### config.mk
export PLATFORM = sky130hd
export DESIGN_NAME = i2cq_top
export DESIGN_NICKNAME = d
export VERILOG_FILES = /design/src/rtl/i2cq_pkg.sv /design/src/rtl/i2cq_fifo.sv /design/src/rtl/i2cq_cfg.sv /design/src/rtl/i2cq_flags.sv /design/src/rtl/i2cq_top.sv
export SDC_FILE = /design/constraint.sdc
export NUM_CORES = 1
export LEC_CHECK = 0
export BUFFER_PORTS_ARGS = -buffer_cell sky130_fd_sc_hd__clkbuf_2
export CORE_AREA = 2 2 92 183
export CTS_CLUSTER_DIAMETER = 80
export CTS_CLUSTER_SIZE = 30
export DETAILED_ROUTE_END_ITERATION = 10
export DIE_AREA = 0 0 94 185
export PLACE_DENSITY_LB_ADDON = 0.12
export SYNTH_ARGS = -nofsm -noshare
export SYNTH_HDL_FRONTEND = slang
export SYNTH_HIERARCHICAL = 1
export SYNTH_SLANG_ARGS = --single-unit
### constraint.sdc
create_clock -name clk -period 8 [get_ports clk]
set_input_delay 1.6 -clock clk [delete_from_list [all_inputs] [get_ports clk]]
set_output_delay 1.6 -clock clk [all_outputs]
set_load 0.1 [all_outputs]
### src/rtl/i2cq_pkg.sv
package i2cq_pkg;
  localparam int BYTE_W = 8;

  localparam logic [7:0] OFS_DATA   = 8'h10;
  localparam logic [7:0] OFS_RX_THR = 8'h38;
  localparam logic [7:0] OFS_TX_THR = 8'h3C;
  localparam logic [7:0] OFS_ENABLE = 8'h6C;
  localparam logic [7:0] OFS_STATUS = 8'h70;
  localparam logic [7:0] OFS_TX_LVL = 8'h74;
  localparam logic [7:0] OFS_RX_LVL = 8'h78;
  localparam logic [7:0] OFS_PARAM  = 8'hF4;

  localparam int READ_CMD_BIT = 8;

  typedef struct packed {
    logic              is_read;
    logic [BYTE_W-1:0] data;
  } tx_entry_t;
endpackage

### src/rtl/i2cq_fifo.sv
module i2cq_fifo #(
  parameter int W     = 8,
  parameter int DEPTH = 8,
  parameter int LW    = $clog2(DEPTH + 1)
) (
  input  logic          clk,
  input  logic          rst_n,
  input  logic          flush,
  input  logic          push,
  input  logic [W-1:0]  wdata,
  input  logic          pop,
  output logic [W-1:0]  rdata,
  output logic [LW-1:0] level,
  output logic          full,
  output logic          empty
);
  localparam int PW = (DEPTH > 1) ? $clog2(DEPTH) : 1;
  localparam logic [PW-1:0] LAST = PW'(DEPTH - 1);

  logic [W-1:0]  store_q [DEPTH];
  logic [PW-1:0] wptr_q, wptr_d, rptr_q, rptr_d;
  logic [LW-1:0] lvl_q, lvl_d;
  logic          do_push, do_pop;

  assign full  = (lvl_q == LW'(DEPTH));
  assign empty = (lvl_q == '0);
  assign level = lvl_q;
  assign rdata = store_q[rptr_q];

  always_comb begin
    do_push = push & ~full & ~flush;
    do_pop  = pop & ~empty & ~flush;
    wptr_d  = wptr_q;
    rptr_d  = rptr_q;
    lvl_d   = lvl_q;
    if (flush) begin
      wptr_d = '0;
      rptr_d = '0;
      lvl_d  = '0;
    end else begin
      if (do_push) wptr_d = (wptr_q == LAST) ? '0 : wptr_q + 1'b1;
      if (do_pop)  rptr_d = (rptr_q == LAST) ? '0 : rptr_q + 1'b1;
      case ({do_push, do_pop})
        2'b10:   lvl_d = lvl_q + 1'b1;
        2'b01:   lvl_d = lvl_q - 1'b1;
        default: lvl_d = lvl_q;
      endcase
    end
  end

  always_ff @(posedge clk or negedge rst_n) begin
    if (!rst_n) begin
      wptr_q <= '0;
      rptr_q <= '0;
      lvl_q  <= '0;
    end else begin
      wptr_q <= wptr_d;
      rptr_q <= rptr_d;
      lvl_q  <= lvl_d;
    end
  end

  always_ff @(posedge clk) begin
    if (do_push) store_q[wptr_q] <= wdata;
  end
endmodule

### src/rtl/i2cq_cfg.sv
module i2cq_cfg
  import i2cq_pkg::*;
#(
  parameter int TLW = 4,
  parameter int RLW = 4
) (
  input  logic           clk,
  input  logic           rst_n,
  input  logic           wr,
  input  logic [7:0]     addr,
  input  logic [15:0]    wdata,
  output logic           en,
  output logic [TLW-1:0] tx_thr,
  output logic [RLW-1:0] rx_thr
);
  logic           en_q, en_d;
  logic [TLW-1:0] txt_q, txt_d;
  logic [RLW-1:0] rxt_q, rxt_d;

  always_comb begin
    en_d  = en_q;
    txt_d = txt_q;
    rxt_d = rxt_q;
    if (wr) begin
      case (addr)
        OFS_ENABLE: en_d  = wdata[0];
        OFS_TX_THR: txt_d = wdata[TLW-1:0];
        OFS_RX_THR: rxt_d = wdata[RLW-1:0];
        default: ;
      endcase
    end
  end

  always_ff @(posedge clk or negedge rst_n) begin
    if (!rst_n) begin
      en_q  <= 1'b0;
      txt_q <= '0;
      rxt_q <= '0;
    end else begin
      en_q  <= en_d;
      txt_q <= txt_d;
      rxt_q <= rxt_d;
    end
  end

  assign en     = en_q;
  assign tx_thr = txt_q;
  assign rx_thr = rxt_q;
endmodule

### src/rtl/i2cq_flags.sv
module i2cq_flags #(
  parameter int TLW = 4,
  parameter int RLW = 4
) (
  input  logic           en,
  input  logic [TLW-1:0] tx_lvl,
  input  logic [TLW-1:0] tx_thr,
  input  logic [RLW-1:0] rx_lvl,
  input  logic [RLW-1:0] rx_thr,
  input  logic           eng_busy,
  output logic           tx_low,
  output logic           rx_high,
  output logic           active
);
  assign tx_low  = en & (tx_lvl <= tx_thr);
  assign rx_high = en & (rx_lvl > rx_thr);
  assign active  = en & ((tx_lvl != '0) | eng_busy);
endmodule

### src/rtl/i2cq_top.sv
module i2cq_top
  import i2cq_pkg::*;
#(
  parameter int TX_DEPTH = 8,
  parameter int RX_DEPTH = 8
) (
  input  logic        clk,
  input  logic        rst_n,
  input  logic        reg_wr,
  input  logic        reg_rd,
  input  logic [7:0]  reg_addr,
  input  logic [31:0] reg_wdata,
  output logic [31:0] reg_rdata,
  output logic        cmd_valid,
  input  logic        cmd_ready,
  output logic        cmd_read,
  output logic [7:0]  cmd_byte,
  input  logic        rx_valid,
  output logic        rx_ready,
  input  logic [7:0]  rx_byte,
  input  logic        eng_busy,
  output logic        irq_tx_empty,
  output logic        irq_rx_full,
  output logic        irq_tx_over,
  output logic        irq_rx_under
);
  localparam int TLW = $clog2(TX_DEPTH + 1);
  localparam int RLW = $clog2(RX_DEPTH + 1);
  localparam int EW  = $bits(tx_entry_t);
  localparam logic [7:0] TX_DM1 = 8'(TX_DEPTH - 1);
  localparam logic [7:0] RX_DM1 = 8'(RX_DEPTH - 1);

  logic           en;
  logic [TLW-1:0] tx_thr, tx_lvl;
  logic [RLW-1:0] rx_thr, rx_lvl;
  logic           tx_full, tx_empty, rx_full, rx_empty, status_act;
  logic           data_wr, data_rd, tx_push, tx_pop, rx_push, rx_pop;
  tx_entry_t      new_ent, head_ent;
  logic [7:0]     rx_head;
  logic           over_q, over_d, under_q, under_d;
  logic           unused_wbits;

  assign unused_wbits = ^reg_wdata[31:16];

  i2cq_cfg #(.TLW(TLW), .RLW(RLW)) u_cfg (
    .clk(clk), .rst_n(rst_n), .wr(reg_wr), .addr(reg_addr),
    .wdata(reg_wdata[15:0]), .en(en), .tx_thr(tx_thr), .rx_thr(rx_thr)
  );

  assign data_wr = reg_wr & (reg_addr == OFS_DATA);
  assign data_rd = reg_rd & (reg_addr == OFS_DATA);

  always_comb begin
    new_ent.is_read = reg_wdata[READ_CMD_BIT];
    new_ent.data    = reg_wdata[READ_CMD_BIT] ? '0 : reg_wdata[BYTE_W-1:0];
  end

  assign tx_push   = data_wr & en & ~tx_full;
  assign cmd_valid = en & ~tx_empty;
  assign tx_pop    = cmd_valid & cmd_ready;
  assign cmd_read  = head_ent.is_read;
  assign cmd_byte  = head_ent.data;

  i2cq_fifo #(.W(EW), .DEPTH(TX_DEPTH), .LW(TLW)) u_txq (
    .clk(clk), .rst_n(rst_n), .flush(~en), .push(tx_push), .wdata(new_ent),
    .pop(tx_pop), .rdata(head_ent), .level(tx_lvl), .full(tx_full),
    .empty(tx_empty)
  );

  assign rx_ready = en & ~rx_full;
  assign rx_push  = rx_valid & rx_ready;
  assign rx_pop   = data_rd & ~rx_empty;

  i2cq_fifo #(.W(BYTE_W), .DEPTH(RX_DEPTH), .LW(RLW)) u_rxq (
    .clk(clk), .rst_n(rst_n), .flush(~en), .push(rx_push), .wdata(rx_byte),
    .pop(rx_pop), .rdata(rx_head), .level(rx_lvl), .full(rx_full),
    .empty(rx_empty)
  );

  i2cq_flags #(.TLW(TLW), .RLW(RLW)) u_flags (
    .en(en), .tx_lvl(tx_lvl), .tx_thr(tx_thr), .rx_lvl(rx_lvl),
    .rx_thr(rx_thr), .eng_busy(eng_busy), .tx_low(irq_tx_empty),
    .rx_high(irq_rx_full), .active(status_act)
  );

  always_comb begin
    over_d  = data_wr & en & tx_full;
    under_d = data_rd & rx_empty;
  end

  always_ff @(posedge clk or negedge rst_n) begin
    if (!rst_n) begin
      over_q  <= 1'b0;
      under_q <= 1'b0;
    end else begin
      over_q  <= over_d;
      under_q <= under_d;
    end
  end

  assign irq_tx_over  = over_q;
  assign irq_rx_under = under_q;

  always_comb begin
    reg_rdata = '0;
    case (reg_addr)
      OFS_DATA:   reg_rdata = {24'b0, rx_empty ? 8'h00 : rx_head};
      OFS_RX_THR: reg_rdata = 32'(rx_thr);
      OFS_TX_THR: reg_rdata = 32'(tx_thr);
      OFS_ENABLE: reg_rdata = {31'b0, en};
      OFS_STATUS: reg_rdata = {31'b0, status_act};
      OFS_TX_LVL: reg_rdata = 32'(tx_lvl);
      OFS_RX_LVL: reg_rdata = 32'(rx_lvl);
      OFS_PARAM:  reg_rdata = {8'h00, TX_DM1, RX_DM1, 8'h00};
      default:    reg_rdata = '0;
    endcase
  end
endmodule

==> results.yml <==
run_status:
  status: "finished, final reports clean"
setup_path:
  r2r-start: "u_rxq/level[0]"
  critical_path_required_ns: 6.40
  r2r_end: "u_rxq/level[3]"
  cp-end-kind: "primary output"
  reg2reg_depth: 11
  reg2reg_slack_ns: 4.75
  crit_type: "primary input to primary output"
  cp_max_fo: 17
  cp.arrival_ns: 3.61
  start_kind: "primary input"
global_routing:
  grt_max_degree: 32
  grt_pass1_wl_um: 23660
  grt_overflow_total: 0
  grt_pass1_vias: 4165
  grt_usage_pct: 18.59
  antenna_found_initial: 0
detailed_routing:
  wirelength_um: 15120
  drc_errors: 0
  ant_nets: 0
  drt_iter0_markers: 284
  avgViaCountPerCell: 5.590
  firstDrtPassIters: 5
  vias: 4332
  avgRoutedWirePerCell_um: 19.51
floorplanning:
  start_util_pct: 49.18
  core_sq_um: 16100
  die_area_sq_um: 17390
  chipWidth_um: 94
  die_h_um: 185
  pin_count: 102
  core.rowCount: 66
sta:
  tightest_slew_ns: 1.086
  finalHoldViolCount: 0
  finClkSkew_ns: 0.008228
  rsz0062_at_grt: "false"
  slew_violations: 0
  fmax_ghz: 0.1921
  relSlewSlack_pct: 27.36
  finalCriticalPeriod_ns: 5.206
  post-route-period-util_pct: 65.08
  fin_setup_tns_ns: 0
  setup_viol: 0
placed_design:
  io_buffers: 60
  placed_cell_area_sq_um: 8292
  gp_congestion: 0.7860
  dp_cells: 743
  hpwl_um: 9665
cts:
  clock_latency_ns: 0.42
  ctsHoldBuffers: 0
  clkTransAtPathRegs_ns: 0.06
  numCtsBuffers: 17
  cts_tree: "yes"
  cts_buffer_depth: 2
  cts_htree_levels: 4
  cts-root-buf: "clkbuf_16"
  postCtsSetupRepairBufs: 0
  cts_resized: 0
  cts.sinks: 167
final_layout:
  fin_area_sq_um: 8877
  diodes: 0
  nNetsFinal: 635
  drive_gt1_share_pct: 30.12
  fillCellCount: 1331
  final_cell_count_no_fill: 775
  syn_to_final_growth_pct: 12.09
power:
  p_leak_nw: 3.223
  ir_drop_v: 0.0001888
  pwr_density_cell_nw_per_um2: 207.3
  power_mw: 1.840
worst_hold_path:
  hold_path_startpoint: "u_cfg/rx_thr[3]"
  hold_path.class: "register to register"
  hold_depth: 1
  hold_path_end: "u_cfg/rx_thr[3]"
logic_synthesis:
  yosysSeqAreaShare_pct: 61.36
  synth.distinct_cells: 58
  synth_area_per_cell_sq_um: 15.81
  synth-seq-cells: 167
  ys.flop_type: "edfxtp_1"
  yosysWarnings: 6
  synth_async_sr_flop_share_pct: 18.56
  postSynthCellCount: 501
  synth.cell_area_sq_um: 7920
  synth_edf_count: 136
flow_run:
  drv_cap: 0
==> cells in the final DEF (no fill, tap or decap), types with 11 or more instances in the layout <==
master     instances
a21oi_1           11
clkbuf_16         17
clkbuf_2          60
conb_1            18
dfrtp_1           31
edfxtp_1         136
ha_1              20
inv_1             13
mux2_2            22
mux2i_1           13
mux4_2            34
nand2_1           17
nand4b_1          11
nor2_1            32
==> cell type report <==
cell class / instances / area (sq um) / share of cell area (%)
multi-input combinational: 293 / 2783 / 31.35
sequential: 167 / 4860 / 54.74
clock buffer: 22 / 454.2 / 5.116
timing repair buffer: 66 / 345.3 / 3.890
clock inverter: 10 / 131.4 / 1.480
tap: 204 / 255.2 / 2.875
inverter: 13 / 48.80 / 0.5497
==> layer usage <==
metal	up-vias	share of wire (%)	global-route usage [%]
met5	-	0	0
met4	0	1.5	6.087
met3	16	3.8	3.824
met2	102	47	27.86
met1	2180	47	27.42
li1	2034	-	-
==> sequential cells by signal, summed over array words and instances (netlist names) <==
name           cells
u_txq/store_q     72
u_rxq/store_q     64
u_cfg/rx_thr       4
u_cfg/tx_thr       4
u_rxq/level        4
u_txq/level        4
u_rxq/rptr_q       3
u_rxq/wptr_q       3
u_txq/rptr_q       3
u_txq/wptr_q       3
irq_rx_under       1
irq_tx_over        1
u_cfg/en           1
==> how the worst max path moves through the flow <==
stage | slack (ns) | cells past startpoint | from | end
floorplan | 1.55 | 4 | reg_addr[6] | reg_rdata[10]
global placement | 2.82 | 5 | reg_addr[2] | reg_rdata[0]
detailed placement | 2.80 | 5 | reg_addr[2] | reg_rdata[0]
CTS | 2.80 | 5 | reg_addr[2] | reg_rdata[0]
global route | 2.72 | 5 | reg_addr[2] | reg_rdata[0]
finish | 2.79 | 5 | reg_addr[2] | reg_rdata[0]
==> worst max-delay path, stage by stage <==
cell and delay [ns]:
clkbuf_2 0.25, or4_1 0.62, nor3_4 0.42, a221o_1 0.25, clkbuf_2 0.46
==> cell families after synthesis <==
family                     synth area share, %
AOI/OAI and AO/OA                        4.423
xor gates and xnor gates                0.5529
adders and majority gates                3.665
buffers and inverters                    4.439
DFF                                      61.36
muxes                                    15.20
other                                  0.04735
and+or+nand+nor                          10.32
==> metrics by stage <==
stage	hold WS, ns	setup slack, ns	util (%)
after floorplan	0.5017	1.553	-
after global placement	0.5313	2.822	51.49
after detailed placement	0.5264	2.804	51.49
after CTS	0.5418	2.797	55.13
after global routing	0.5759	2.716	55.13
final	0.5404	2.794	55.13
==> cell usage after synthesis (all sizes together), types with 11 or more instances <==
master,count,share of area [%]
a21oi,14,1.2
buf,37,3.4
dfrtp,31,9.8
edfxtp,136,52
ha,20,3.2
inv,13,0.62
mux2,26,3.9
mux2i,13,1.6
mux4,34,9.7
nand2,17,0.81
nand4b,11,1.2
nor2,32,1.5
==> power breakdown <==
group / internal [mW] / switching, mW
Clock: 0.497 / 0.311
Sequential: 0.943 / 0.00243
Combinational: 0.0165 / 0.0708
(Power assumes the default switching activity.)
